### src/rtl/cfg_boot_pkg.sv
package cfg_boot_pkg;

    localparam int unsigned DATA_W    = 8;
    localparam int unsigned MEM_AW    = 16;
    localparam int unsigned REG_AW    = 8;
    localparam int unsigned IDX_W     = 8;

    localparam logic [MEM_AW-1:0] SRC_BASE_DEF  = 16'h8100;
    localparam int unsigned       BLOCK_LEN_DEF = 32;
    localparam int unsigned       REG_COUNT_DEF = 28;
    localparam logic [DATA_W-1:0] CRC_POLY      = 8'h07;

    typedef enum logic [1:0] {
        LD_ISSUE = 2'd0,
        LD_DRAIN = 2'd1,
        LD_IDLE  = 2'd2
    } ld_state_e;

    // byte returned by the memory, tagged with its block offset
    typedef struct packed {
        logic              valid;
        logic [IDX_W-1:0]  idx;
        logic [DATA_W-1:0] data;
    } cap_t;

    // one write on the register-file port
    typedef struct packed {
        logic              we;
        logic [REG_AW-1:0] addr;
        logic [DATA_W-1:0] data;
    } reg_wr_t;

    // MSB-first CRC8 step over one byte
    function automatic logic [DATA_W-1:0] crc8_update(input logic [DATA_W-1:0] crc,
                                                      input logic [DATA_W-1:0] din);
        logic [DATA_W-1:0] c;
        c = crc ^ din;
        for (int b = 0; b < 8; b++) begin
            c = c[7] ? ((c << 1) ^ CRC_POLY) : (c << 1);
        end
        return c;
    endfunction

endpackage

### src/rtl/cfg_boot_seq.sv
module cfg_boot_seq
    import cfg_boot_pkg::*;
#(
    parameter logic [MEM_AW-1:0] SRC_BASE  = SRC_BASE_DEF,
    parameter int unsigned       BLOCK_LEN = BLOCK_LEN_DEF
) (
    input  logic              clk,
    input  logic              rst,
    output logic              rd_en,
    output logic [MEM_AW-1:0] rd_addr,
    input  logic [DATA_W-1:0] rd_data,
    output cap_t              cap,
    output logic              busy,
    output logic              done
);

    localparam int unsigned       CNT_W    = (BLOCK_LEN > 1) ? $clog2(BLOCK_LEN) : 1;
    localparam logic [CNT_W-1:0]  LAST_CNT = CNT_W'(BLOCK_LEN - 1);
    localparam logic [MEM_AW-1:0] LAST_ADR = SRC_BASE + MEM_AW'(BLOCK_LEN - 1);

    ld_state_e         state_q;
    logic [CNT_W-1:0]  cnt_q;
    logic              cap_vld_q;
    logic [IDX_W-1:0]  cap_idx_q;

    always_ff @(posedge clk) begin
        if (rst) begin
            state_q   <= LD_ISSUE;
            cnt_q     <= '0;
            cap_vld_q <= 1'b0;
            cap_idx_q <= '0;
        end else begin
            cap_vld_q <= rd_en;
            cap_idx_q <= IDX_W'(cnt_q);
            case (state_q)
                LD_ISSUE: begin
                    cnt_q <= cnt_q + 1'b1;
                    if (cnt_q == LAST_CNT) state_q <= LD_DRAIN;
                end
                LD_DRAIN: state_q <= LD_IDLE;
                default:  state_q <= LD_IDLE;
            endcase
        end
    end

    always_comb begin
        rd_en     = !rst && (state_q == LD_ISSUE);
        rd_addr   = SRC_BASE + MEM_AW'(cnt_q);
        busy      = (state_q != LD_IDLE);
        done      = (state_q == LD_IDLE);
        cap.valid = cap_vld_q;
        cap.idx   = cap_idx_q;
        cap.data  = rd_data;
    end

    // reads stay inside the source window
    a_r2_addr_window: assert property (@(posedge clk) disable iff (rst)
        rd_en |-> (rd_addr >= SRC_BASE && rd_addr <= LAST_ADR));

    // back-to-back reads step by one
    a_r2_addr_step: assert property (@(posedge clk) disable iff (rst)
        rd_en && $past(rd_en) |-> rd_addr == $past(rd_addr) + 1'b1);

    // nothing is read once the load has finished
    a_r2_quiet_after_done: assert property (@(posedge clk) disable iff (rst)
        done |-> !rd_en);

    // a captured byte always follows an issued read
    a_r3_capture_after_read: assert property (@(posedge clk) disable iff (rst)
        cap.valid |-> $past(rd_en));

    // completion is sticky
    a_r5_done_sticky: assert property (@(posedge clk) disable iff (rst)
        done |=> done);

endmodule

### src/rtl/cfg_boot_crc.sv
module cfg_boot_crc
    import cfg_boot_pkg::*;
#(
    parameter int unsigned REG_COUNT = REG_COUNT_DEF,
    parameter int unsigned CRC_OFS   = REG_COUNT_DEF,
    parameter bit          CRC_EN    = 1'b1
) (
    input  logic clk,
    input  logic rst,
    input  cap_t cap,
    output logic crc_err
);

    localparam logic [IDX_W-1:0] REG_LIM = IDX_W'(REG_COUNT);
    localparam logic [IDX_W-1:0] CHK_IDX = IDX_W'(CRC_OFS);

    generate
        if (CRC_EN) begin : g_crc
            logic [DATA_W-1:0] crc_q;
            logic              err_q;

            always_ff @(posedge clk) begin
                if (rst) begin
                    crc_q <= '0;
                    err_q <= 1'b0;
                end else if (cap.valid) begin
                    if (cap.idx < REG_LIM) crc_q <= crc8_update(crc_q, cap.data);
                    if (cap.idx == CHK_IDX && cap.data != crc_q) err_q <= 1'b1;
                end
            end

            assign crc_err = err_q;

            // a mismatch stays flagged until reset
            a_r8_err_sticky: assert property (@(posedge clk) disable iff (rst)
                crc_err |=> crc_err);
        end else begin : g_nocrc
            assign crc_err = 1'b0;
        end
    endgenerate

endmodule

### src/rtl/cfg_boot_arb.sv
module cfg_boot_arb
    import cfg_boot_pkg::*;
#(
    parameter int unsigned REG_COUNT = REG_COUNT_DEF
) (
    input  logic              clk,
    input  logic              rst,
    input  logic              busy,
    input  cap_t              cap,
    input  logic              host_wr_en,
    input  logic [REG_AW-1:0] host_addr,
    input  logic [DATA_W-1:0] host_wdata,
    output reg_wr_t           wr,
    output logic              host_refused
);

    localparam logic [IDX_W-1:0]  REG_LIM  = IDX_W'(REG_COUNT);
    localparam logic [REG_AW-1:0] ADDR_LIM = REG_AW'(REG_COUNT);

    reg_wr_t ldr_wr;
    reg_wr_t hst_wr;

    always_comb begin
        ldr_wr.we   = cap.valid && (cap.idx < REG_LIM);
        ldr_wr.addr = REG_AW'(cap.idx);
        ldr_wr.data = cap.data;

        hst_wr.we   = host_wr_en;
        hst_wr.addr = host_addr;
        hst_wr.data = host_wdata;

        if (busy) begin
            wr           = ldr_wr;
            host_refused = host_wr_en;
        end else begin
            wr           = hst_wr;
            host_refused = 1'b0;
        end
    end

    // the loader never writes past the last configuration register
    a_r4_loader_range: assert property (@(posedge clk) disable iff (rst)
        busy && wr.we |-> wr.addr < ADDR_LIM);

endmodule

### src/rtl/cfg_boot_loader.sv
module cfg_boot_loader
    import cfg_boot_pkg::*;
#(
    parameter logic [MEM_AW-1:0] SRC_BASE  = SRC_BASE_DEF,
    parameter int unsigned       BLOCK_LEN = BLOCK_LEN_DEF,
    parameter int unsigned       REG_COUNT = REG_COUNT_DEF,
    parameter bit                CRC_EN    = 1'b1
) (
    input  logic              clk,
    input  logic              rst,
    output logic              mem_rd_en,
    output logic [MEM_AW-1:0] mem_addr,
    input  logic [DATA_W-1:0] mem_rdata,
    input  logic              host_wr_en,
    input  logic [REG_AW-1:0] host_addr,
    input  logic [DATA_W-1:0] host_wdata,
    output logic              host_refused,
    output logic              reg_wr_en,
    output logic [REG_AW-1:0] reg_addr,
    output logic [DATA_W-1:0] reg_wdata,
    output logic              load_done,
    output logic              crc_err
);

    localparam int unsigned CRC_OFS = REG_COUNT;

    cap_t    cap;
    reg_wr_t wr;
    logic    busy;

    cfg_boot_seq #(.SRC_BASE(SRC_BASE), .BLOCK_LEN(BLOCK_LEN)) seq_i (
        .clk     (clk),
        .rst     (rst),
        .rd_en   (mem_rd_en),
        .rd_addr (mem_addr),
        .rd_data (mem_rdata),
        .cap     (cap),
        .busy    (busy),
        .done    (load_done)
    );

    cfg_boot_crc #(.REG_COUNT(REG_COUNT), .CRC_OFS(CRC_OFS), .CRC_EN(CRC_EN)) crc_i (
        .clk     (clk),
        .rst     (rst),
        .cap     (cap),
        .crc_err (crc_err)
    );

    cfg_boot_arb #(.REG_COUNT(REG_COUNT)) arb_i (
        .clk          (clk),
        .rst          (rst),
        .busy         (busy),
        .cap          (cap),
        .host_wr_en   (host_wr_en),
        .host_addr    (host_addr),
        .host_wdata   (host_wdata),
        .wr           (wr),
        .host_refused (host_refused)
    );

    assign reg_wr_en = wr.we;
    assign reg_addr  = wr.addr;
    assign reg_wdata = wr.data;

    // refusals only happen before completion
    a_r6_refuse_only_loading: assert property (@(posedge clk) disable iff (rst)
        host_refused |-> !load_done);

endmodule

### config.mk
export PLATFORM = sky130hd
export DESIGN_NAME = cfg_boot_loader
export DESIGN_NICKNAME = d
export VERILOG_FILES = /design/src/rtl/cfg_boot_pkg.sv /design/src/rtl/cfg_boot_seq.sv /design/src/rtl/cfg_boot_crc.sv /design/src/rtl/cfg_boot_arb.sv /design/src/rtl/cfg_boot_loader.sv
export SDC_FILE = /design/constraint.sdc
export NUM_CORES = 1
export LEC_CHECK = 0
export ABC_CLOCK_PERIOD_IN_PS = 2610
export BUFFER_PORTS_ARGS = -buffer_cell sky130_fd_sc_hd__buf_4
export CAP_MARGIN = 10
export CORE_AREA = 4 4 73 75
export CTS_BUF_LIST = sky130_fd_sc_hd__clkbuf_8
export DETAILED_ROUTE_END_ITERATION = 10
export DIE_AREA = 0 0 77 79
export GPL_TIMING_DRIVEN = 0
export SLEW_MARGIN = 20
export SYNTH_ARGS = -nofsm -noshare
export SYNTH_HDL_FRONTEND = slang
export SYNTH_SLANG_ARGS = --single-unit
### constraint.sdc
create_clock -name clk -period 2.61 [get_ports clk]
set_clock_uncertainty 0.2 [all_clocks]
set_input_delay 0.1305 -clock clk [delete_from_list [all_inputs] [get_ports clk]]
set_output_delay 0.1305 -clock clk [all_outputs]
set_load 0.1 [all_outputs]
# After elaboration in Yosys (flattened, before gate mapping)
# Index checks and enable logic that the tools add are counted.
# word_totals
regBits,25
input_bits,27
out_inout_bits,37
# classes
add_sub_neg,2
magnitude_cmp,1
eq_ne,6
n_mux,12
n_bitwise,10
reduce_logical,8
# op_table
cell,count
3-bit 2-to-1 mux,8
3-bit NOT,8
17-bit 2-to-1 mux,1
"16-bit by 5-bit adder with 16-bit output, first input constant",1
"8-bit by 5-bit equality test with 1-bit output, second input constant",1
"8-bit by 5-bit < comparator with 1-bit output, second input constant",1
8-bit != test,1
8-bit XOR,1
"5-bit by 1-bit adder with 5-bit output, second input constant",1
"5-bit equality test, second input constant",1
2-bit 2-to-1 mux,2
2-bit AND reduction,2
1-bit logical AND,3
"2-bit equality test, second input constant",1
2-bit zero test,1
"2-bit by 1-bit != test with 1-bit output, second input constant",1
"2-bit != test, second input constant",1
2-bit OR reduction,1
1-bit zero test,1
1-bit 2-to-1 mux,1
1-bit NOT,1

# Depth between registers and ports, before layout
# depth
word_depth,17
ltp_mapped,6

# By module
# From an unflattened synthesis, not the netlist that was laid out.
# unflattened
cells_unflattened,154
hier_area_um2,1594.0
# by_module_without_submodules
module,instances,cells_each,area_per_inst_um2,seq_area_each_um2
cfg_boot_crc,1,63,681.9,180.2
cfg_boot_seq,1,68,630.6,260.2
cfg_boot_arb,1,23,281.5,0.0

# Worst setup path after synthesis
# OpenSTA, ideal clock, no wires.
# synth_timing
path_kind,reg-to-output
start,register seq_i.state_q[1]
end,output port reg_wr_en
arrival_ps,3395
required_time_ps,2280
slack_ps,-1115
path_stages_with_launch,4
path_cell_list,dfxtp_1 nor2b_1 clkbuf_1 o21ai_0
# synth_via
elab_chain_cells,2
# synth_rtl
element,line_no,source
"start, declared",cfg_boot_seq.sv:21,ld_state_e state_q;
"start signal, assigned",cfg_boot_seq.sv:28,state_q <= LD_ISSUE;
"start signal, assigned",cfg_boot_seq.sv:38,if (cnt_q == LAST_CNT) state_q <= LD_DRAIN;
"start signal, assigned",cfg_boot_seq.sv:40,LD_DRAIN: state_q <= LD_IDLE;
2-bit != test,cfg_boot_seq.sv:49,busy = (state_q != LD_IDLE);
17-bit 2-to-1 mux,cfg_boot_arb.sv:32,if (busy) begin
"end, declared",cfg_boot_loader.sv:18,"output logic reg_wr_en,"
# No other way between the ends.

# Worst setup path after layout
# layout_timing
start,register seq_i.state_q[1]
end,output port reg_wdata[6]
# layout_via
elab_chain_cells,2
# layout_rtl
element,line_no,source
2-bit != test,cfg_boot_seq.sv:49,
17-bit 2-to-1 mux,cfg_boot_arb.sv:32,
"end, declared",cfg_boot_loader.sv:20,"output logic [DATA_W-1:0] reg_wdata,"
# No other way between the ends.

==> impl_metrics.yaml <==
status:
  run_status: "complete, no violations"
logic_synthesis:
  cell_area_synth_um2: 1386
  netlist.top_cell.by_area: "sky130_fd_sc_hd__dfxtp_1"
  yosys.area.top_type_share_pct: 31.77
  synth_area_per_cell_um2: 9.695
  yosys_register_bits: 22
  synth_sequential_area_ratio_pct: 31.77
  synthCells: 143
  ys_types: 25
  yosys_warnings: 0
  yosys-top-cells-area: "sky130_fd_sc_hd__dfxtp_1 (32%), sky130_fd_sc_hd__mux2_2 (12%), sky130_fd_sc_hd__xnor2_1 (6.9%), sky130_fd_sc_hd__xnor3_1 (6.5%), sky130_fd_sc_hd__buf_4 (6.0%)"
place:
  detailed_place.area_um2: 1884
  routabilityCongestion: 0.7105
  port_buffers: 52
  post-dp-hpwl_um: 2510
floorplan:
  die_height_um: 79
  initial_core_util_pct: 29.74
  die_width_um: 77
  io_pins: 64
  std_cell_rows: 25
  floorplan.die_area_um2: 6083
  placeableCoreArea_um2: 4661
critical_path:
  cpLargestDelayFamily: "buffers and inverters"
  cp_slowest_cell: "sky130_fd_sc_hd__buf_1"
  crit_arrival_ns: 2.04
  worst_ep_required_ns: 2.28
  max_stage_delay_ns: 0.51
  rr_startpoint: "crc_i.g_crc.crc_q[6]"
  critical_path.endpoint_type: "output port"
  worst_path_cell_trace: "nor2b_1 -> buf_1 -> mux2_2 -> buf_4"
  path_max_fanout: 10
  sort_of_element_at_the_start_of_the_critical_path: "register"
  setup_crit_path_kind: "register to output port"
  worst_setup_path_startpoint: "seq_i.state_q[1]"
  worst-path-buf-inv: 2
timing:
  setup_repair_after_global_routing_missed_its_margin: "no"
  drv_slew: 0
  portion_of_the_clock_cycle_consumed_by_the_worst_path_in_the_final_layout_pct: 90.89
  worstMarginPinSlew_ns: 0.6359
  achievable-frequency_mhz: 421.5
  finalHoldViolCount: 0
  period_minus_slack_ns: 2.372
  report.final.setup_viol: 0
  slew_headroom_pct: 57.61
routing:
  vias: 1153
  route.final.wire_length_um: 3147
  initialDrtViolationCount: 33
  avgViaCountPerCell: 4.401
  antenna_violating_nets_left: 0
  per_cell_routed_wire_length_um: 12.01
  first_pass_iters: 4
  remaining_drc_errors: 0
grt:
  antenna_found_initial: 0
  grt_max_degree: 14
  grt.met1_usage_pct: 12.11
  routing_layer_with_the_top_usage_in_global_route: "met2"
  grt_use_total_pct: 10.38
  grt_overflow: 0
  grt_first_pass_wirelength_um: 5037
  grt_util_met3_pct: 3.741
  grt_use_met2_pct: 18.38
  grt_pass1_vias: 1068
flow_run:
  number_of_max_cap_violations: 0
clock_tree:
  quantity_of_gates_resized_following_cts: 0
  max-clock-path-buffers: 2
  cts_setup_buffers: 0
  clock_tree_from_tritoncts: "built"
  cts_inserted_buffers: 3
  insertion_delay_ns: 0.26
  clkSlewWorstSetupHoldPaths_ns: 0.08
  clockRootBuffer: "sky130_fd_sc_hd__clkbuf_8"
  tritoncts_num_sinks: 22
  cts-htree-levels: 1
  cts.hold.buffers_added: 0
layout:
  fraction_of_final_layout_cells_with_drive_strength_greater_than_1_pct: 41.35
  antenna-diode-count: 0
  layout_common_cells: "sky130_fd_sc_hd__buf_4 (63), sky130_fd_sc_hd__dfxtp_1 (22), sky130_fd_sc_hd__mux2_2 (15)"
  syn2layout_area_growth_pct: 41.07
  layout.filler_cells: 482
  layout_commonest_cell: "sky130_fd_sc_hd__buf_4"
  final_cell_area_um2: 1956
  finalNetCount: 241
pwr:
  power.leakage_nw: 0.9402
  power.total_mw: 1.516
  power.ir.vdd_worst_uv: 307.9
  power_density_relative_to_cell_area_nw_per_um2: 775.4
worst_hold_path:
  timing.hold.worst.start: "rst"
  hold_path_class: "primary input to register"
-- cell type report --
type	count	area (um^2)	area share (%)
Clock buffer	3	41.29	2.111
Tap cell	54	67.56	3.455
Buffer	15	98.84	5.054
Multi-Input combinational cell	115	887.1	45.36
Timing Repair Buffer	52	390.4	19.96
Sequential cell	22	440.4	22.52
Clock inverter	1	30.03	1.536
-- worst paths after layout --
path	to	slack, ns	cells after the start
setup / recovery	reg_wdata[6]	0.24	4
hold / removal	seq_i.state_q[0]	0.006	3
setup reg to reg	crc_i.g_crc.crc_q[2]	0.74	4
hold reg to reg	crc_i.g_crc.crc_q[7]	0.26	2
-- power by group --
group / leakage [nW] / switching, mW / internal, mW
Sequential: 0.180 / 0.0510 / 0.392
Clock: 0.0357 / 0.114 / 0.205
Combinational: 0.724 / 0.385 / 0.371
Total: 0.940 / 0.549 / 0.967
-- tightest hold or removal path, delay by kind of cell --
kind | cells | cell delay, ns
and+or+nand+nor | 2 | 0.18
buffers and inverters | 1 | 0.12
-- metrics by stage --
step	setup slack, ns	utilization, %	hold WS [ns]	setup TNS, ns	instances
after global placement	0.4942	40.43	0.2547	0	258
final	0.2377	41.96	0.006481	0	262
after global routing	0.05721	41.96	0.01584	0	262
after CTS	0.1770	41.96	0.004102	0	262
after detailed placement	0.4866	40.43	0.2564	0	258
after floorplan	-0.1206	-	0.1526	-0.2135	152
-- synth_stat cells --
| cell | n |
|---|---|
| sky130_fd_sc_hd__xor2_1 | 2 |
| sky130_fd_sc_hd__xnor3_1 | 4 |
| sky130_fd_sc_hd__xnor2_2 | 2 |
| sky130_fd_sc_hd__or3_1 | 2 |
| sky130_fd_sc_hd__a311oi_1 | 1 |
| sky130_fd_sc_hd__buf_4 | 11 |
| sky130_fd_sc_hd__and3_1 | 2 |
| sky130_fd_sc_hd__buf_1 | 2 |
| sky130_fd_sc_hd__conb_1 | 2 |
| sky130_fd_sc_hd__clkbuf_1 | 2 |
| sky130_fd_sc_hd__nor3_1 | 4 |
| sky130_fd_sc_hd__mux2_2 | 15 |
| sky130_fd_sc_hd__and2_1 | 6 |
| sky130_fd_sc_hd__dfxtp_1 | 22 |
| sky130_fd_sc_hd__xor3_1 | 2 |
| sky130_fd_sc_hd__nor2_1 | 10 |
| sky130_fd_sc_hd__xnor2_1 | 11 |
| sky130_fd_sc_hd__nand4_1 | 1 |
| sky130_fd_sc_hd__ha_1 | 5 |
| sky130_fd_sc_hd__o21ai_0 | 5 |
| sky130_fd_sc_hd__a21oi_1 | 9 |
| sky130_fd_sc_hd__nand2_1 | 8 |
| sky130_fd_sc_hd__nor4b_1 | 1 |
| sky130_fd_sc_hd__nor2b_1 | 9 |
| sky130_fd_sc_hd__nand3_1 | 5 |
-- state kept, by name, indices dropped and copies added (netlist names) --
signal	cells
crc_i.g_crc.crc_q	8
seq_i.cnt_q	5
seq_i.cap_vld_q	1
seq_i.cap_idx_q	5
seq_i.state_q	2
crc_i.crc_err	1
-- metal layers --
metal,vias up,share of wire [%]
met2,34,50
met5,-,0
met4,0,0.60
li1,594,-
met1,521,42
met3,4,7.7
-- logic make-up (layout without fill, tap and decap cells) --
group	Yosys count	count (layout)	synth area share [%]
simple gates	48	48	17.78
flops	22	22	31.77
xor+xnor	21	21	20.49
compound gates	15	15	5.686
mux	15	15	12.18
buf+inv	15	71	7.040
fa+ha+maj	5	5	4.513
other cells	2	11	0.5417
Power figures use the tool's default switching activity.
